<file path="src/rtl/spi3_pkg.sv">
package spi3_pkg;

  // frame engine phases
  typedef enum logic [1:0] {
    PH_IDLE  = 2'd0,
    PH_INSTR = 2'd1,
    PH_DATA  = 2'd2,
    PH_DONE  = 2'd3
  } phase_e;

  // length code that keeps the frame open until select rises
  localparam logic [1:0] LEN_STREAM = 2'b11;

  // bit positions inside the synchronized pin vector
  localparam int PIN_CS   = 0;
  localparam int PIN_SCLK = 1;
  localparam int PIN_SDIO = 2;
  localparam int PIN_N    = 3;

endpackage

</file>
<file path="src/rtl/spi3_pinsync.sv">
module spi3_pinsync #(
  parameter int         W       = 3,
  parameter logic [W-1:0] RST_VAL = '0
) (
  input  logic         clk,
  input  logic         rst_n,
  input  logic [W-1:0] pin_i,
  output logic [W-1:0] sync_o,
  output logic [W-1:0] prev_o
);

  for (genvar i = 0; i < W; i++) begin : g_bit
    logic meta_q, sync_q, prev_q;

    always_ff @(posedge clk or negedge rst_n) begin
      if (!rst_n) begin
        meta_q <= RST_VAL[i];
        sync_q <= RST_VAL[i];
        prev_q <= RST_VAL[i];
      end else begin
        meta_q <= pin_i[i];
        sync_q <= meta_q;
        prev_q <= sync_q;
      end
    end

    assign sync_o[i] = sync_q;
    assign prev_o[i] = prev_q;
  end

endmodule

</file>
<file path="src/rtl/spi3_regbank.sv">
module spi3_regbank #(
  parameter int NUM_REGS = 8,
  parameter int ADDR_W   = 13,
  parameter int DATA_W   = 8,
  parameter int BASE     = 0
) (
  input  logic                         clk,
  input  logic                         rst_n,
  input  logic                         wr_valid,
  input  logic [ADDR_W-1:0]            wr_addr,
  input  logic [DATA_W-1:0]            wr_data,
  input  logic [ADDR_W-1:0]            rd_addr,
  output logic [DATA_W-1:0]            rd_data,
  output logic [NUM_REGS*DATA_W-1:0]   cfg_flat
);

  localparam logic [ADDR_W-1:0] BASE_A   = ADDR_W'(BASE);
  localparam logic [ADDR_W-1:0] LAST_IDX = ADDR_W'(NUM_REGS - 1);

  logic [DATA_W-1:0] regs [NUM_REGS];
  logic [ADDR_W-1:0] wr_idx, rd_idx;

  assign wr_idx = wr_addr - BASE_A;
  assign rd_idx = rd_addr - BASE_A;

  // an index beyond LAST_IDX matches no register, so the write falls away
  always_ff @(posedge clk or negedge rst_n) begin
    if (!rst_n) begin
      for (int i = 0; i < NUM_REGS; i++) regs[i] <= '0;
    end else if (wr_valid) begin
      for (int i = 0; i < NUM_REGS; i++)
        if (wr_idx == ADDR_W'(i)) regs[i] <= wr_data;
    end
  end

  always_comb begin
    rd_data = '0;
    for (int i = 0; i < NUM_REGS; i++)
      if (rd_idx == ADDR_W'(i)) rd_data = regs[i];
  end

  for (genvar g = 0; g < NUM_REGS; g++) begin : g_out
    assign cfg_flat[g*DATA_W +: DATA_W] = regs[g];
  end

  // a write outside the map leaves every register untouched
  p_unmapped_write_ignored_r9: assert property (@(posedge clk) disable iff (!rst_n)
    (wr_valid && (wr_idx > LAST_IDX)) |=> $stable(cfg_flat));

endmodule

</file>
<file path="src/rtl/spi3_frame.sv">
module spi3_frame
  import spi3_pkg::*;
#(
  parameter int ADDR_W = 13,
  parameter int DATA_W = 8
) (
  input  logic              clk,
  input  logic              rst_n,
  input  logic              enable,
  input  logic              cs_s,
  input  logic              sdio_s,
  input  logic              sclk_rise,
  input  logic              sclk_fall,
  output logic [ADDR_W-1:0] rd_addr,
  input  logic [DATA_W-1:0] rd_data,
  output logic              wr_valid,
  output logic [ADDR_W-1:0] wr_addr,
  output logic [DATA_W-1:0] wr_data,
  output logic              sdio_out,
  output logic              sdio_oe
);

  localparam int INSTR_W = ADDR_W + 3;
  localparam int CNT_W   = $clog2(INSTR_W);
  localparam logic [CNT_W-1:0] INSTR_LAST = CNT_W'(INSTR_W - 1);
  localparam logic [CNT_W-1:0] BYTE_LAST  = CNT_W'(DATA_W - 1);

  phase_e             phase;
  logic               cs_q;
  logic [CNT_W-1:0]   cnt;
  logic [INSTR_W-2:0] instr_sh;
  logic               is_read;
  logic [1:0]         len;
  logic [ADDR_W-1:0]  addr;
  logic [1:0]         byte_idx;
  logic [DATA_W-2:0]  rx_sh;
  logic [DATA_W-1:0]  tx_sh;

  logic [INSTR_W-1:0] full_instr;
  logic               instr_done, byte_done, last_byte;
  logic [ADDR_W-1:0]  addr_nxt;

  assign full_instr = {instr_sh, sdio_s};
  assign instr_done = (phase == PH_INSTR) && sclk_rise && (cnt == INSTR_LAST);
  assign byte_done  = (phase == PH_DATA)  && sclk_rise && (cnt == BYTE_LAST);
  assign last_byte  = (len != LEN_STREAM) && (byte_idx == len);
  assign addr_nxt   = instr_done ? full_instr[ADDR_W-1:0] : addr - 1'b1;
  // look-ahead address: the byte fetched is ready as the next one starts
  assign rd_addr    = addr_nxt;

  always_ff @(posedge clk or negedge rst_n) begin
    if (!rst_n) begin
      phase    <= PH_IDLE;
      cs_q     <= 1'b1;
      cnt      <= '0;
      instr_sh <= '0;
      is_read  <= 1'b0;
      len      <= '0;
      addr     <= '0;
      byte_idx <= '0;
      rx_sh    <= '0;
      tx_sh    <= '0;
      sdio_out <= 1'b0;
      sdio_oe  <= 1'b0;
      wr_valid <= 1'b0;
      wr_addr  <= '0;
      wr_data  <= '0;
    end else begin
      cs_q     <= cs_s;
      wr_valid <= 1'b0;
      if (!enable || cs_s) begin
        // abort or idle: drop everything held for the frame
        phase    <= PH_IDLE;
        cnt      <= '0;
        sdio_oe  <= 1'b0;
        sdio_out <= 1'b0;
      end else begin
        unique case (phase)
          PH_IDLE: begin
            if (cs_q) begin
              phase <= PH_INSTR;
              cnt   <= '0;
            end
          end
          PH_INSTR: begin
            if (sclk_rise) begin
              instr_sh <= full_instr[INSTR_W-2:0];
              cnt      <= cnt + 1'b1;
              if (instr_done) begin
                is_read  <= full_instr[INSTR_W-1];
                len      <= full_instr[INSTR_W-2 -: 2];
                addr     <= addr_nxt;
                tx_sh    <= rd_data;
                byte_idx <= '0;
                cnt      <= '0;
                phase    <= PH_DATA;
              end
            end
          end
          PH_DATA: begin
            if (sclk_fall && is_read) begin
              sdio_oe  <= 1'b1;
              sdio_out <= tx_sh[DATA_W-1];
              tx_sh    <= {tx_sh[DATA_W-2:0], 1'b0};
            end
            if (sclk_rise) begin
              rx_sh <= {rx_sh[DATA_W-3:0], sdio_s};
              cnt   <= cnt + 1'b1;
              if (byte_done) begin
                cnt      <= '0;
                addr     <= addr_nxt;
                tx_sh    <= rd_data;
                byte_idx <= byte_idx + 1'b1;
                if (!is_read) begin
                  wr_valid <= 1'b1;
                  wr_addr  <= addr;
                  wr_data  <= {rx_sh, sdio_s};
                end
                if (last_byte) begin
                  phase    <= PH_DONE;
                  sdio_oe  <= 1'b0;
                  sdio_out <= 1'b0;
                end
              end
            end
          end
          default: ; // PH_DONE: further clocks ignored until select rises
        endcase
      end
    end
  end

  // driving starts only on a synchronized falling edge
  p_drive_on_fall_r6: assert property (@(posedge clk) disable iff (!rst_n)
    $rose(sdio_oe) |-> $past(sclk_fall));

  // the line is never driven in a write frame
  p_no_drive_on_write_r6: assert property (@(posedge clk) disable iff (!rst_n)
    sdio_oe |-> (is_read && phase == PH_DATA));

  // release happens on a rising edge or by abort
  p_release_on_rise_r7: assert property (@(posedge clk) disable iff (!rst_n)
    $fell(sdio_oe) |-> $past(sclk_rise || cs_s || !enable));

  // a raised select clears the frame on the next cycle
  p_abort_clears_r8: assert property (@(posedge clk) disable iff (!rst_n)
    cs_s |=> (!sdio_oe && phase == PH_IDLE && cnt == '0));

  // a byte is handed to the bank only right after a sampling edge
  p_write_on_rise_r2: assert property (@(posedge clk) disable iff (!rst_n)
    wr_valid |-> $past(sclk_rise && !cs_s));

endmodule

</file>
<file path="src/rtl/spi3_regport.sv">
module spi3_regport
  import spi3_pkg::*;
#(
  parameter int NUM_REGS = 8,
  parameter int REG_BASE = 0,
  parameter int ADDR_W   = 13,
  parameter int DATA_W   = 8
) (
  input  logic                       clk,
  input  logic                       rst_n,
  input  logic                       spi_cs_n,
  input  logic                       spi_sclk,
  input  logic                       spi_sdio_i,
  output logic                       spi_sdio_o,
  output logic                       spi_sdio_oe,
  output logic                       strap_mode,
  output logic [NUM_REGS*DATA_W-1:0] cfg_regs
);

  localparam logic [PIN_N-1:0] PIN_RST = PIN_N'(1 << PIN_CS);
  localparam int               SETTLE  = 2;

  logic [PIN_N-1:0] pins, pin_s, pin_p;
  logic             cs_s, sclk_rise, sclk_fall;
  logic [1:0]       settle;
  logic             decided, enable;

  logic              wr_valid;
  logic [ADDR_W-1:0] wr_addr, rd_addr;
  logic [DATA_W-1:0] wr_data, rd_data;

  assign pins[PIN_CS]   = spi_cs_n;
  assign pins[PIN_SCLK] = spi_sclk;
  assign pins[PIN_SDIO] = spi_sdio_i;

  spi3_pinsync #(.W(PIN_N), .RST_VAL(PIN_RST)) u_sync (
    .clk    (clk),
    .rst_n  (rst_n),
    .pin_i  (pins),
    .sync_o (pin_s),
    .prev_o (pin_p)
  );

  assign cs_s      = pin_s[PIN_CS];
  assign sclk_rise =  pin_s[PIN_SCLK] & ~pin_p[PIN_SCLK];
  assign sclk_fall = ~pin_s[PIN_SCLK] &  pin_p[PIN_SCLK];

  // strap decision: taken once the synchronizer holds the pin level at release
  always_ff @(posedge clk or negedge rst_n) begin
    if (!rst_n) begin
      settle     <= '0;
      decided    <= 1'b0;
      strap_mode <= 1'b0;
    end else if (!decided) begin
      if (settle == 2'(SETTLE)) begin
        decided    <= 1'b1;
        strap_mode <= cs_s;
      end else begin
        settle <= settle + 1'b1;
      end
    end
  end

  assign enable = decided && !strap_mode;

  spi3_frame #(.ADDR_W(ADDR_W), .DATA_W(DATA_W)) u_frame (
    .clk       (clk),
    .rst_n     (rst_n),
    .enable    (enable),
    .cs_s      (cs_s),
    .sdio_s    (pin_s[PIN_SDIO]),
    .sclk_rise (sclk_rise),
    .sclk_fall (sclk_fall),
    .rd_addr   (rd_addr),
    .rd_data   (rd_data),
    .wr_valid  (wr_valid),
    .wr_addr   (wr_addr),
    .wr_data   (wr_data),
    .sdio_out  (spi_sdio_o),
    .sdio_oe   (spi_sdio_oe)
  );

  spi3_regbank #(
    .NUM_REGS (NUM_REGS),
    .ADDR_W   (ADDR_W),
    .DATA_W   (DATA_W),
    .BASE     (REG_BASE)
  ) u_bank (
    .clk      (clk),
    .rst_n    (rst_n),
    .wr_valid (wr_valid),
    .wr_addr  (wr_addr),
    .wr_data  (wr_data),
    .rd_addr  (rd_addr),
    .rd_data  (rd_data),
    .cfg_flat (cfg_regs)
  );

  // strap mode never drives the data line
  p_strap_silent_r10: assert property (@(posedge clk) disable iff (!rst_n)
    strap_mode |-> !spi_sdio_oe);

  // once taken, the strap decision holds until reset
  p_strap_sticky_r10: assert property (@(posedge clk) disable iff (!rst_n)
    (decided && $past(decided)) |-> $stable(strap_mode));

endmodule

</file>
<file path="config.mk">
export PLATFORM = sky130hd
export DESIGN_NAME = spi3_regport
export DESIGN_NICKNAME = d
export VERILOG_FILES = /design/src/rtl/spi3_pkg.sv /design/src/rtl/spi3_pinsync.sv /design/src/rtl/spi3_regbank.sv /design/src/rtl/spi3_frame.sv /design/src/rtl/spi3_regport.sv
export SDC_FILE = /design/constraint.sdc
export NUM_CORES = 1
export LEC_CHECK = 0
export BUFFER_PORTS_ARGS = -buffer_cell sky130_fd_sc_hd__clkbuf_2
export CORE_MARGIN = 2
export CORE_UTILIZATION = 45
export DETAILED_ROUTE_END_ITERATION = 7
export PLACE_DENSITY = 0.73
export SLEW_MARGIN = 30
export SYNTH_ARGS = -nofsm -noshare
export SYNTH_HDL_FRONTEND = slang
export SYNTH_HIERARCHICAL = 1
export SYNTH_SLANG_ARGS = --single-unit
</file>
<file path="constraint.sdc">
create_clock -name clk -period 4.7 [get_ports clk]
set_clock_uncertainty 0.1 [all_clocks]
set_input_delay 0.235 -clock clk [delete_from_list [all_inputs] [get_ports clk]]
set_output_delay 0.235 -clock clk [all_outputs]
set_load 0.02 [all_outputs]
</file>
==> reports/metrics.cfg <==
[status]
status=completed

[global_route]
top_usage_layer=met2
gr-usage-met2_pct=30.79
grtUsageMet3_pct=4.191
grt-ovfl-total=0
antenna_found_initial=0
grt_max_degree=109
grt_pass1_vias=5202
grt_pass1_wl_um=26790
grt_use_total_pct=19.27
use_met1_pct=25.80

[sta]
setup_violations=0
setup_slack_ns=0.8598
tightestPinTransition_ns=0.8230
fin_tns_setup_ns=0
fin_crit_sh_pct=81.71
slew_viol_final=0
slew_headroom_pct=45.13
grt_setup_unrepaired=no
final-hold-violation-count=0
min_period_ns=3.840
timing.fmax_ghz=0.2604

[drt]
viasPerCell=5.730
drc_errors=0
ant_nets=0
num_vias=5105
drt_wl_total_um=16260
first_pass_iters=7
drt_iter0_drc=431
wl_per_cell_um=18.25

[power]
pwr-share-clk_pct=50.4
power_per_cell_area_nw_per_um2=331.1
power.leakage_nw=4.091
p_switching_w=0.0006014
peakVddDrop_v=0.0002772
sw_frac_of_total_pct=21.34
p_int_w=0.002216
p_comb_share_pct=2.1
seqPwrFrac_pct=47.5

[floorplan]
initial_core_util_pct=46.15
io_pins=72
die_area_sq_um=17390
rows=46
coreArea_sq_um=15940
die_h_um=131.9
die_x_um=131.9

[hold_path]
hp-start=u_sync/g_bit[1].meta_q$_DFF_PN0_
hold_path_end=u_sync/g_bit[1].sync_q$_DFF_PN0_
hold_path.class=register to register
hold_depth=0

[synthesis]
netlist_instances=598
synthesis.area_sq_um=7358
syn-num-nets=610
yosysWarnings=6
synth_area_per_cell_sq_um=12.30

[final_layout]
multi_input_area_sq_um=3284
diodes=0
drive_above_1_share_pct=38.81
fillCellCount=1351
syn_to_final_growth_pct=15.63
ff_latch_area_sq_um=3857
nNetsFinal=674

[place]
routabilityCongestion=0.8416
post-place-ws_ns=0.9432
dpl.hpwl_um=11230
portBuffers=71

[run]
cap_violations=0

[critical_path]
critPathArrivalTime_ns=4.05
crit_start=u_sync/g_bit[1].sync_q$_DFF_PN0_
worst_r2r_path_depth=11
r2r-start=u_sync/g_bit[1].sync_q$_DFF_PN0_
worst-endpoint-required_ns=4.91
rrSetupSlack_ns=0.86
worstReg2RegEnd=u_frame/tx_sh[5]$_DFFE_PN0P_
crit_type=register to register
endpoint_kind=register
startpoint_type=register
crit_family=simple AND/OR/NAND/NOR gates
cp_slowest_stage_delay_ns=0.57
worstPathCellList=nor2b_1 -> and4_1 -> and2_1 -> nor2_1 -> nor2_2 -> buf_4 -> mux4_2 -> nand2_1 -> a21oi_1 -> mux2_2 -> mux2_2
slowest_stage=mux4_2
path_max_fanout=41
cp_common_cell=mux2_2
critPathBufInv=1

[cts]
clk_latency_ns=0.43
cts-buffers-inserted=17
clock-sinks=154
clock_path_buffers=2
cts_setup_buffers=0
cts_tree=built
cts_resized=0
cts-root-buf=clkbuf_16
cts.clk_slew.worst_paths_ns=0.06
cts-htree-levels=4
ctsHoldBuffers=4

power by group through the flow:
stage	Clock (W)	Combinational (W)	Sequential, W
4_1_cts	0.00145	0.0000608	0.00134
3_3_place_gp	0	0.0000548	0.00136
3_5_place_dp	0	0.0000578	0.00136
5_1_grt	0.00150	0.0000679	0.00134
2_1_floorplan	0	0.0000253	0.00136
6_report	0.00142	0.0000595	0.00134
cell type report:
type | count | area share (%)
clock buffer | 19 | 5.324
tap | 216 | 3.176
timing repair buffer | 78 | 5.015
multi-input combinational | 398 | 38.60
sequential | 154 | 45.34
clock inverter | 13 | 1.971
inverter | 13 | 0.5735
registers in the layout, indices dropped and copies added (netlist names):
signal,count
u_bank/cfg_flat,64
u_frame/instr_sh,15
u_frame/addr,13
u_frame/wr_addr,13
u_frame/tx_sh,8
u_frame/wr_data,8
u_frame/rx_sh,7
u_frame/cnt,4
u_sync/g_bit.meta_q,3
u_sync/g_bit.sync_q,3
settle,2
u_frame/byte_idx,2
u_frame/len,2
u_frame/phase,2
decided,1
strap_mode,1
u_frame/cs_q,1
u_frame/is_read,1
u_frame/sdio_oe,1
u_frame/sdio_out,1
u_frame/wr_valid,1
u_sync/g_bit.prev_q,1
how the worst max path moves through the flow:
stage / cells after the start / end
detailed placement: 11 / u_frame/tx_sh[5]$_DFFE_PN0P_
CTS: 11 / u_frame/tx_sh[5]$_DFFE_PN0P_
global placement: 11 / u_frame/tx_sh[5]$_DFFE_PN0P_
global route: 11 / u_frame/tx_sh[5]$_DFFE_PN0P_
finish: 11 / u_frame/tx_sh[5]$_DFFE_PN0P_
floorplan: 16 / u_frame/tx_sh[5]$_DFFE_PN0P_
worst reg2reg max path, cell delays in order (launching register included):
cell and delay [ns]:
dfrtp_1 0.36, nor2b_1 0.46, and4_1 0.42, and2_1 0.50, nor2_1 0.14, nor2_2 0.10
buf_4 0.38, mux4_2 0.59, nand2_1 0.09, a21oi_1 0.06, mux2_2 0.27, mux2_2 0.26
cell usage in the layout (no fill, tap or decap), drive strengths merged, types with 7 or more instances in the layout:
master and n:
ha 7, mux2i 8, a31oi 8, nor2b 19, dfrtp 151, a2111oi 8, o21ai 16, nor3 9
a21oi 20, inv 15, nand2 31, mux2 130, clkbuf 90, nor4 7, a211oi 9, nor2 36
or3 7, nand3 11
routing by layer:
layer  vias to the layer above  share of wire [%]
li1                       2322                  -
met1                      2596                 46
met2                       169                 48
met3                        18                4.8
met4                         0                1.4
met5                         -                  0
stage by stage:
step,instances,hold WS [ns],total power [W],instance area [sq um],util (%)
floorplan,598,-0.1606,0.001386,7358,-
global placement,855,0.2265,0.001417,7844,49.20
detailed placement,855,0.2263,0.001420,7844,49.20
CTS,891,0.2483,0.002844,8504,53.34
global route,891,0.2596,0.002908,8508,53.37
finish,891,0.2483,0.002817,8508,53.37
(Power assumes the default switching activity.)
